$ cat src/rtl/vcap_pkg.sv
package vcap_pkg;
  typedef enum logic [2:0] {
    RA_STAT  = 3'd0,
    RA_LINE  = 3'd1,
    RA_TGT   = 3'd2,
    RA_ODD   = 3'd3,
    RA_EVEN  = 3'd4,
    RA_VBI   = 3'd5,
    RA_PITCH = 3'd6
  } reg_addr_e;

  localparam int NBASE = 3;

  typedef enum logic [1:0] {
    SEL_ODD  = 2'd0,
    SEL_EVEN = 2'd1,
    SEL_VBI  = 2'd2
  } base_sel_e;
endpackage

$ cat src/rtl/vcap_regs.sv
module vcap_regs
  import vcap_pkg::*;
#(
  parameter int AW = 32,
  parameter int LW = 10
) (
  input  logic                      clk,
  input  logic                      rst,
  input  logic                      we,
  input  logic [2:0]                addr,
  input  logic [AW-1:0]             wdata,
  input  logic                      commit,
  input  logic                      running,
  input  logic [LW-1:0]             line_cnt,
  output logic [NBASE-1:0][AW-1:0]  act_base,
  output logic [NBASE-1:0][AW-1:0]  pend_base,
  output logic [AW-1:0]             pitch,
  output logic [LW-1:0]             target,
  output logic                      not_upd,
  output logic [AW-1:0]             rdata
);
  logic [NBASE-1:0] hit;
  logic             any_hit;

  for (genvar i = 0; i < NBASE; i++) begin : g_base
    assign hit[i] = we && (addr == 3'(int'(RA_ODD) + i));
    always_ff @(posedge clk) begin
      if (rst) begin
        pend_base[i] <= '0;
        act_base[i]  <= '0;
      end else begin
        if (hit[i])  pend_base[i] <= {wdata[AW-1:4], 4'b0000};
        if (commit)  act_base[i]  <= pend_base[i];
      end
    end
  end

  assign any_hit = |hit;

  always_ff @(posedge clk) begin
    if (rst) begin
      not_upd <= 1'b0;
      pitch   <= '0;
      target  <= '0;
      rdata   <= '0;
    end else begin
      if (any_hit)     not_upd <= 1'b1;
      else if (commit) not_upd <= 1'b0;
      if (we && addr == RA_PITCH) pitch  <= {wdata[AW-1:2], 2'b00};
      if (we && addr == RA_TGT)   target <= wdata[LW-1:0];
      case (addr)
        RA_STAT:  rdata <= AW'({not_upd, running});
        RA_LINE:  rdata <= AW'(line_cnt);
        RA_TGT:   rdata <= AW'(target);
        RA_ODD:   rdata <= act_base[SEL_ODD];
        RA_EVEN:  rdata <= act_base[SEL_EVEN];
        RA_VBI:   rdata <= act_base[SEL_VBI];
        RA_PITCH: rdata <= pitch;
        default:  rdata <= '0;
      endcase
    end
  end


  wr_flag_chk: assert property (@(posedge clk) disable iff (rst)
    any_hit |=> not_upd);


  act_hold_chk: assert property (@(posedge clk) disable iff (rst)
    !commit |=> $stable(act_base));


  commit_clr_chk: assert property (@(posedge clk) disable iff (rst)
    (commit && !any_hit) |=> !not_upd);
endmodule

$ cat src/rtl/vcap_line_track.sv
module vcap_line_track #(
  parameter int LW = 10
) (
  input  logic          clk,
  input  logic          rst,
  input  logic          field_start,
  input  logic          line_start,
  input  logic [LW-1:0] target,
  output logic [LW-1:0] line_cnt,
  output logic          line_irq
);
  localparam logic [LW-1:0] CNT_MAX = {LW{1'b1}};

  logic          armed;
  logic [LW-1:0] cnt_inc;

  assign cnt_inc = (line_cnt == CNT_MAX) ? line_cnt : line_cnt + 1'b1;

  always_ff @(posedge clk) begin
    if (rst) begin
      line_cnt <= '0;
      armed    <= 1'b0;
      line_irq <= 1'b0;
    end else begin
      line_irq <= 1'b0;
      if (field_start) begin
        line_cnt <= '0;
        if (target == '0) begin
          line_irq <= 1'b1;
          armed    <= 1'b0;
        end else begin
          armed    <= 1'b1;
        end
      end else if (line_start) begin
        line_cnt <= cnt_inc;
        if (armed && cnt_inc == target) begin
          line_irq <= 1'b1;
          armed    <= 1'b0;
        end
      end
    end
  end


  fs_zero_chk: assert property (@(posedge clk) disable iff (rst)
    field_start |=> (line_cnt == '0));


  irq_pulse_chk: assert property (@(posedge clk) disable iff (rst)
    (line_irq && !field_start) |=> !line_irq);
endmodule

$ cat src/rtl/vcap_addr_calc.sv
module vcap_addr_calc
  import vcap_pkg::*;
#(
  parameter int AW = 32
) (
  input  logic                      clk,
  input  logic                      rst,
  input  logic                      cap_en,
  input  logic                      field_start,
  input  logic                      field_odd,
  input  logic                      field_vbi,
  input  logic                      line_start,
  input  logic                      data_valid,
  input  logic [NBASE-1:0][AW-1:0]  act_base,
  input  logic [NBASE-1:0][AW-1:0]  pend_base,
  input  logic [AW-1:0]             pitch,
  output logic                      running,
  output logic                      commit,
  output logic [AW-1:0]             wr_addr,
  output logic                      wr_valid
);
  localparam logic [AW-1:0] WORD_BYTES = AW'(4);

  base_sel_e     sel;
  logic          fresh;
  logic          store;
  logic [AW-1:0] line_off;
  logic [AW-1:0] word_off;
  logic [AW-1:0] base_use;

  assign store    = running && data_valid;
  assign commit   = store && fresh;
  assign base_use = fresh ? pend_base[sel] : act_base[sel];

  always_ff @(posedge clk) begin
    if (rst) begin
      running  <= 1'b0;
      sel      <= SEL_ODD;
      fresh    <= 1'b0;
      line_off <= '0;
      word_off <= '0;
      wr_addr  <= '0;
      wr_valid <= 1'b0;
    end else begin
      running  <= cap_en && (running || field_start);
      wr_valid <= store;
      if (store) begin
        wr_addr  <= base_use + line_off + word_off;
        word_off <= word_off + WORD_BYTES;
        fresh    <= 1'b0;
      end
      if (field_start) begin
        sel      <= field_vbi ? SEL_VBI : (field_odd ? SEL_ODD : SEL_EVEN);
        fresh    <= 1'b1;
        line_off <= '0;
        word_off <= '0;
      end else if (line_start) begin
        line_off <= line_off + pitch;
        word_off <= '0;
      end
    end
  end


  word_align_chk: assert property (@(posedge clk) disable iff (rst)
    wr_valid |-> (wr_addr[1:0] == 2'b00));


  idle_chk: assert property (@(posedge clk) disable iff (rst)
    !running |=> !wr_valid);


  commit_once_chk: assert property (@(posedge clk) disable iff (rst)
    (commit && !field_start) |=> !commit);
endmodule

$ cat src/rtl/vcap_addr_gen.sv
module vcap_addr_gen
  import vcap_pkg::*;
#(
  parameter int AW = 32,
  parameter int LW = 10
) (
  input  logic          clk,
  input  logic          rst,
  input  logic          reg_we,
  input  logic [2:0]    reg_addr,
  input  logic [AW-1:0] reg_wdata,
  output logic [AW-1:0] reg_rdata,
  input  logic          cap_en,
  input  logic          field_start,
  input  logic          field_odd,
  input  logic          field_vbi,
  input  logic          line_start,
  input  logic          data_valid,
  output logic [AW-1:0] wr_addr,
  output logic          wr_valid,
  output logic          run_status,
  output logic          line_irq
);
  logic [NBASE-1:0][AW-1:0] act_base;
  logic [NBASE-1:0][AW-1:0] pend_base;
  logic [AW-1:0]            pitch;
  logic [LW-1:0]            target;
  logic [LW-1:0]            line_cnt;
  logic                     not_upd;
  logic                     commit;
  logic                     running;

  vcap_regs #(.AW(AW), .LW(LW)) u_regs (
    .clk(clk), .rst(rst), .we(reg_we), .addr(reg_addr), .wdata(reg_wdata),
    .commit(commit), .running(running), .line_cnt(line_cnt),
    .act_base(act_base), .pend_base(pend_base), .pitch(pitch),
    .target(target), .not_upd(not_upd), .rdata(reg_rdata)
  );

  vcap_line_track #(.LW(LW)) u_line (
    .clk(clk), .rst(rst), .field_start(field_start), .line_start(line_start),
    .target(target), .line_cnt(line_cnt), .line_irq(line_irq)
  );

  vcap_addr_calc #(.AW(AW)) u_addr (
    .clk(clk), .rst(rst), .cap_en(cap_en), .field_start(field_start),
    .field_odd(field_odd), .field_vbi(field_vbi), .line_start(line_start),
    .data_valid(data_valid), .act_base(act_base), .pend_base(pend_base),
    .pitch(pitch), .running(running), .commit(commit),
    .wr_addr(wr_addr), .wr_valid(wr_valid)
  );

  assign run_status = running;


  rst_clear_chk: assert property (@(posedge clk)
    rst |=> (!not_upd && !running && line_cnt == '0));
endmodule

$ cat config.mk
export PLATFORM = sky130hd
export DESIGN_NAME = vcap_addr_gen
export DESIGN_NICKNAME = d
export VERILOG_FILES = /design/src/rtl/vcap_pkg.sv /design/src/rtl/vcap_regs.sv /design/src/rtl/vcap_line_track.sv /design/src/rtl/vcap_addr_calc.sv /design/src/rtl/vcap_addr_gen.sv
export SDC_FILE = /design/constraint.sdc
export NUM_CORES = 1
export LEC_CHECK = 0
export ABC_AREA = 0
export BUFFER_PORTS_ARGS = -buffer_cell sky130_fd_sc_hd__buf_2
export CAP_MARGIN = 20
export CORE_ASPECT_RATIO = 0.5
export CORE_MARGIN = 2
export CORE_UTILIZATION = 55
export DETAILED_ROUTE_END_ITERATION = 8
export PLACE_DENSITY = 0.8
export SYNTH_ARGS = -nofsm -noshare
export SYNTH_HDL_FRONTEND = slang
export SYNTH_HIERARCHICAL = 1
export SYNTH_SLANG_ARGS = --single-unit
$ cat constraint.sdc
create_clock -name clk -period 4.3 [get_ports clk]
set_clock_uncertainty 0.2 [all_clocks]
set_input_delay 0.86 -clock clk [delete_from_list [all_inputs] [get_ports clk]]
set_output_delay 0.86 -clock clk [all_outputs]
set_load 0.005 [all_outputs]
==> metrics.md <==
| Metric | Value |
|---|---|
| Peak supply drop | 255 uV |
| Status | complete, no violations |
| Clock root cell | clkbuf_16 |
| Cell row count | 48 |
| Clk Latency, worst-skew pair | 0.53 ns |
| Top Ports | 111 |
| Max cap viols | 0 |
| Final nets | 2455 |
| RSZ-0062 raised after global routing | yes |
| Max FO, Critical Path | 7 |
| Vias per inst | 6.07 |
| DRT antenna net count | 0 |
| EDFF count, synth | 0 |
| GR Util All Layers | 0.297 |
| Drc violations | 0 |
| Buffers on Ports | 110 |
| H-tree depth | 2 |
| Worst-path clk slew | 0.07 ns |
| CP Capture Type | register |
| Avg Inst Size Synth | 8.62 sq um |
| First-pass GRT wire length | 86900 microns |
| CP Class | reg2reg |
| Largest net degree at the start of global routing | 99 |
| First drt pass iteration count | 5 |
| Share of cells above drive strength 1 | 0.131 |
| CP arrival | 4.40 ns |
| Yosys warnings | 6 |
| Drt total wl | 56800 microns |
| Final setup fails | 0 |
| Top-area cell type share of the netlist area | 0.363 |
| FF-to-FF setup slack | 0.16 ns |
| Final Util | 0.619 |
| Synth cell types | 92 |
| Wire per inst | 20.2 microns |
| Ys async rst share | 0 |
| Hold Crit Class | reg2reg |
| Vias in the first global route | 15.8k |
| Slew margin rel. | 0.312 |
| Fin. max-slew vios | 0 |
| Lkg Pwr | 8.45 nW |
| Cell area after synthesis | 0.0194 sq mm |
| CTS tree | built |
| Synth area leaders | dfxtp_1 36%, nand2_1 7.9%, mux2i_1 7.7% |
| Dpl hpwl | 38700 microns |
| GPL Wtd Cong | 0.990 |
| DP Worst Slack | 0.0519 ns |
| Minimum clock period | 4.14 ns |
| Final hold slack | 0.249 ns |
| Max Root-Sink Buffers | 3 |
| Setup WS post-layout | 0.159 ns |
| Initial core utilization | 0.561 |
| CP startpoint kind | register |
| Part of the cycle the worst path needs | 0.963 |
| Clock sink total | 352 |
| DR iter-0 viols | 1789 |
| Worst slew pin tran | 1.03 ns |
| Num CTS Buffers | 34 |
| PwrDens | 319 mW/mm^2 |
| DR vias | 17.1k |
| Sequential area share after synthesis | 0.363 |
| Yosys top cell by area | dfxtp_1 |
| Top_reg_cell synth | dfxtp_1 |
| Layout area overhead | 10.4% |
| Horiz. Die Dim | 270 microns |
| Core area | 0.0347 sq mm |
| Final hold violations | 0 |
| Setup_tns | 0 ns |
| Flops & latches, synth | 352 |
| CP required | 4.56 ns |
| Initial antenna violation count | 2 |
| Mapped Cells | 2256 |
| Die H | 137 microns |
| Grt total ovfl | 0 |
| Total Die Area | 0.0370 sq mm |
| Fmax | 241 MHz |
[where the power goes]
group | internal (mW) | total, mW | leakage (nW) | switching [mW]
combinational | 0.170 | 0.487 | 5.09 | 0.317
clock | 1.69 | 3.01 | 0.525 | 1.32
sequential | 3.30 | 3.34 | 2.84 | 0.0462
[worst max-delay path, cell delays in order, from the launching register on]
cell      delay, ns
dfxtp_4        0.42
buf_6          0.15
mux4_2         0.50
nand2_1        0.09
o21ai_0        0.12
buf_4          0.20
fa_1           0.53
ha_4           0.23
o21ai_1        0.10
o21bai_1       0.10
a21o_1         0.25
a31o_2         0.30
a221oi_4       0.35
o221ai_2       0.15
xor2_1         0.16
nand2_1        0.07
a21oi_1        0.14
[what timing repair did]
item                                   4_1_cts  5_1_grt
hold buffers                                 0        0
setup buffers                                0        3
endpoints found under the hold margin        0        0
resized for setup                            0       22
setup endpoints to repair                    0       11
[layer usage]
| metal | track usage | vias to the layer above | part of all wire |
|---|---|---|---|
| met4 | 0.0926 | 0 | 0.026 |
| met3 | 0.0802 | 118 | 0.12 |
| met1 | 0.414 | 8143 | 0.43 |
| met2 | 0.451 | 880 | 0.43 |
| met5 | 0 | - | 0 |
| li1 | - | 7965 | - |
[through the flow]
| stage | power (mW) | area, sq um | std cells |
|---|---|---|---|
| 2_1_floorplan | 3.73 | 19500 | 2281 |
| 3_3_place_gp | 3.87 | 20300 | 2751 |
| 3_5_place_dp | 3.88 | 20300 | 2751 |
| 4_1_cts | 6.82 | 21400 | 2811 |
| 5_1_grt | 7.01 | 21500 | 2816 |
| 6_report | 6.84 | 21500 | 2816 |
[cells in the final DEF, fill, tap and decap left out, types with 9 or more instances in the layout]
master,Yosys,final
nor2_1,193,193
xnor2_1,44,44
a21oi_1,257,254
clkbuf_16,0,35
xor2_1,45,45
o21ai_1,16,25
and3b_1,45,45
nand2_1,409,409
nand2b_1,12,12
a31oi_1,13,13
o21bai_1,9,9
a22oi_1,24,24
nand4_1,21,21
inv_1,33,33
mux4_2,32,32
fa_1,31,31
ha_1,65,61
buf_2,36,109
o21ai_0,84,75
o21a_1,12,12
dfxtp_1,352,350
a211oi_1,13,13
mux2_2,9,9
nor3_1,17,17
or3_1,9,9
a21o_1,26,26
mux2i_1,150,150
conb_1,1,26
nand3_1,20,20
and3_1,12,11
clkbuf_1,78,11
buf_4,37,57
[registers in the layout (all words and copies together), names as in the netlist]
signal            flops
u_addr/fresh          1
u_addr/line_off      32
u_addr/running        1
u_addr/sel            2
u_addr/word_off      30
u_addr/wr_addr       32
u_addr/wr_valid       1
u_line/armed          1
u_line/line_cnt      10
u_line/line_irq       1
u_regs/act_base      84
u_regs/not_upd        1
u_regs/pend_base     84
u_regs/pitch         30
u_regs/rdata         32
u_regs/target        10
[Yosys cell counts, types with 14 or more instances]
master    number
buf_2         36
inv_1         33
nand2_1      409
nand3_1       20
fa_1          31
o21ai_0       84
clkbuf_1      78
mux4_2        32
nor2_1       193
xor2_1        45
a21oi_1      257
nor3_1        17
xnor2_1       44
nand4_1       21
buf_1         14
dfxtp_1      352
o21ai_1       16
buf_4         37
and3b_1       45
a22oi_1       24
mux2i_1      150
ha_1          65
a21o_1        26
[layout make-up]
cell class / instances / area, sq um
antenna: 2 / 5.00
timing repair buffer: 171 / 1070
clock buffer: 53 / 1010
fill: 2906 / 13200
tap: 475 / 594
clock inverter: 7 / 68.8
inverter: 33 / 124
sequential: 352 / 7050
multi-input combinational: 1723 / 11500
[cell families (layout without fill, tap and decap cells)]
logic type,count (synthesis),count (layout),share of synthesized area
other cells,1,28,0.000193
simple gates,801,801,0.191
buf+inv,206,264,0.0517
compound gates,520,520,0.161
mux,191,191,0.120
fa+ha+maj,96,96,0.0738
xor+xnor,89,89,0.0401
flops,352,352,0.363
[final timing paths]
check,from,to,cells after the start
worst max-delay path,u_addr/sel[1],u_addr/wr_addr[24],16
worst max register to register,u_addr/sel[1],u_addr/wr_addr[24],16
worst min-delay path,u_addr/wr_addr[21],u_addr/wr_addr[21],2
worst min register to register,u_addr/wr_addr[21],u_addr/wr_addr[21],2
Note: power is estimated with default switching activity, not from simulation.
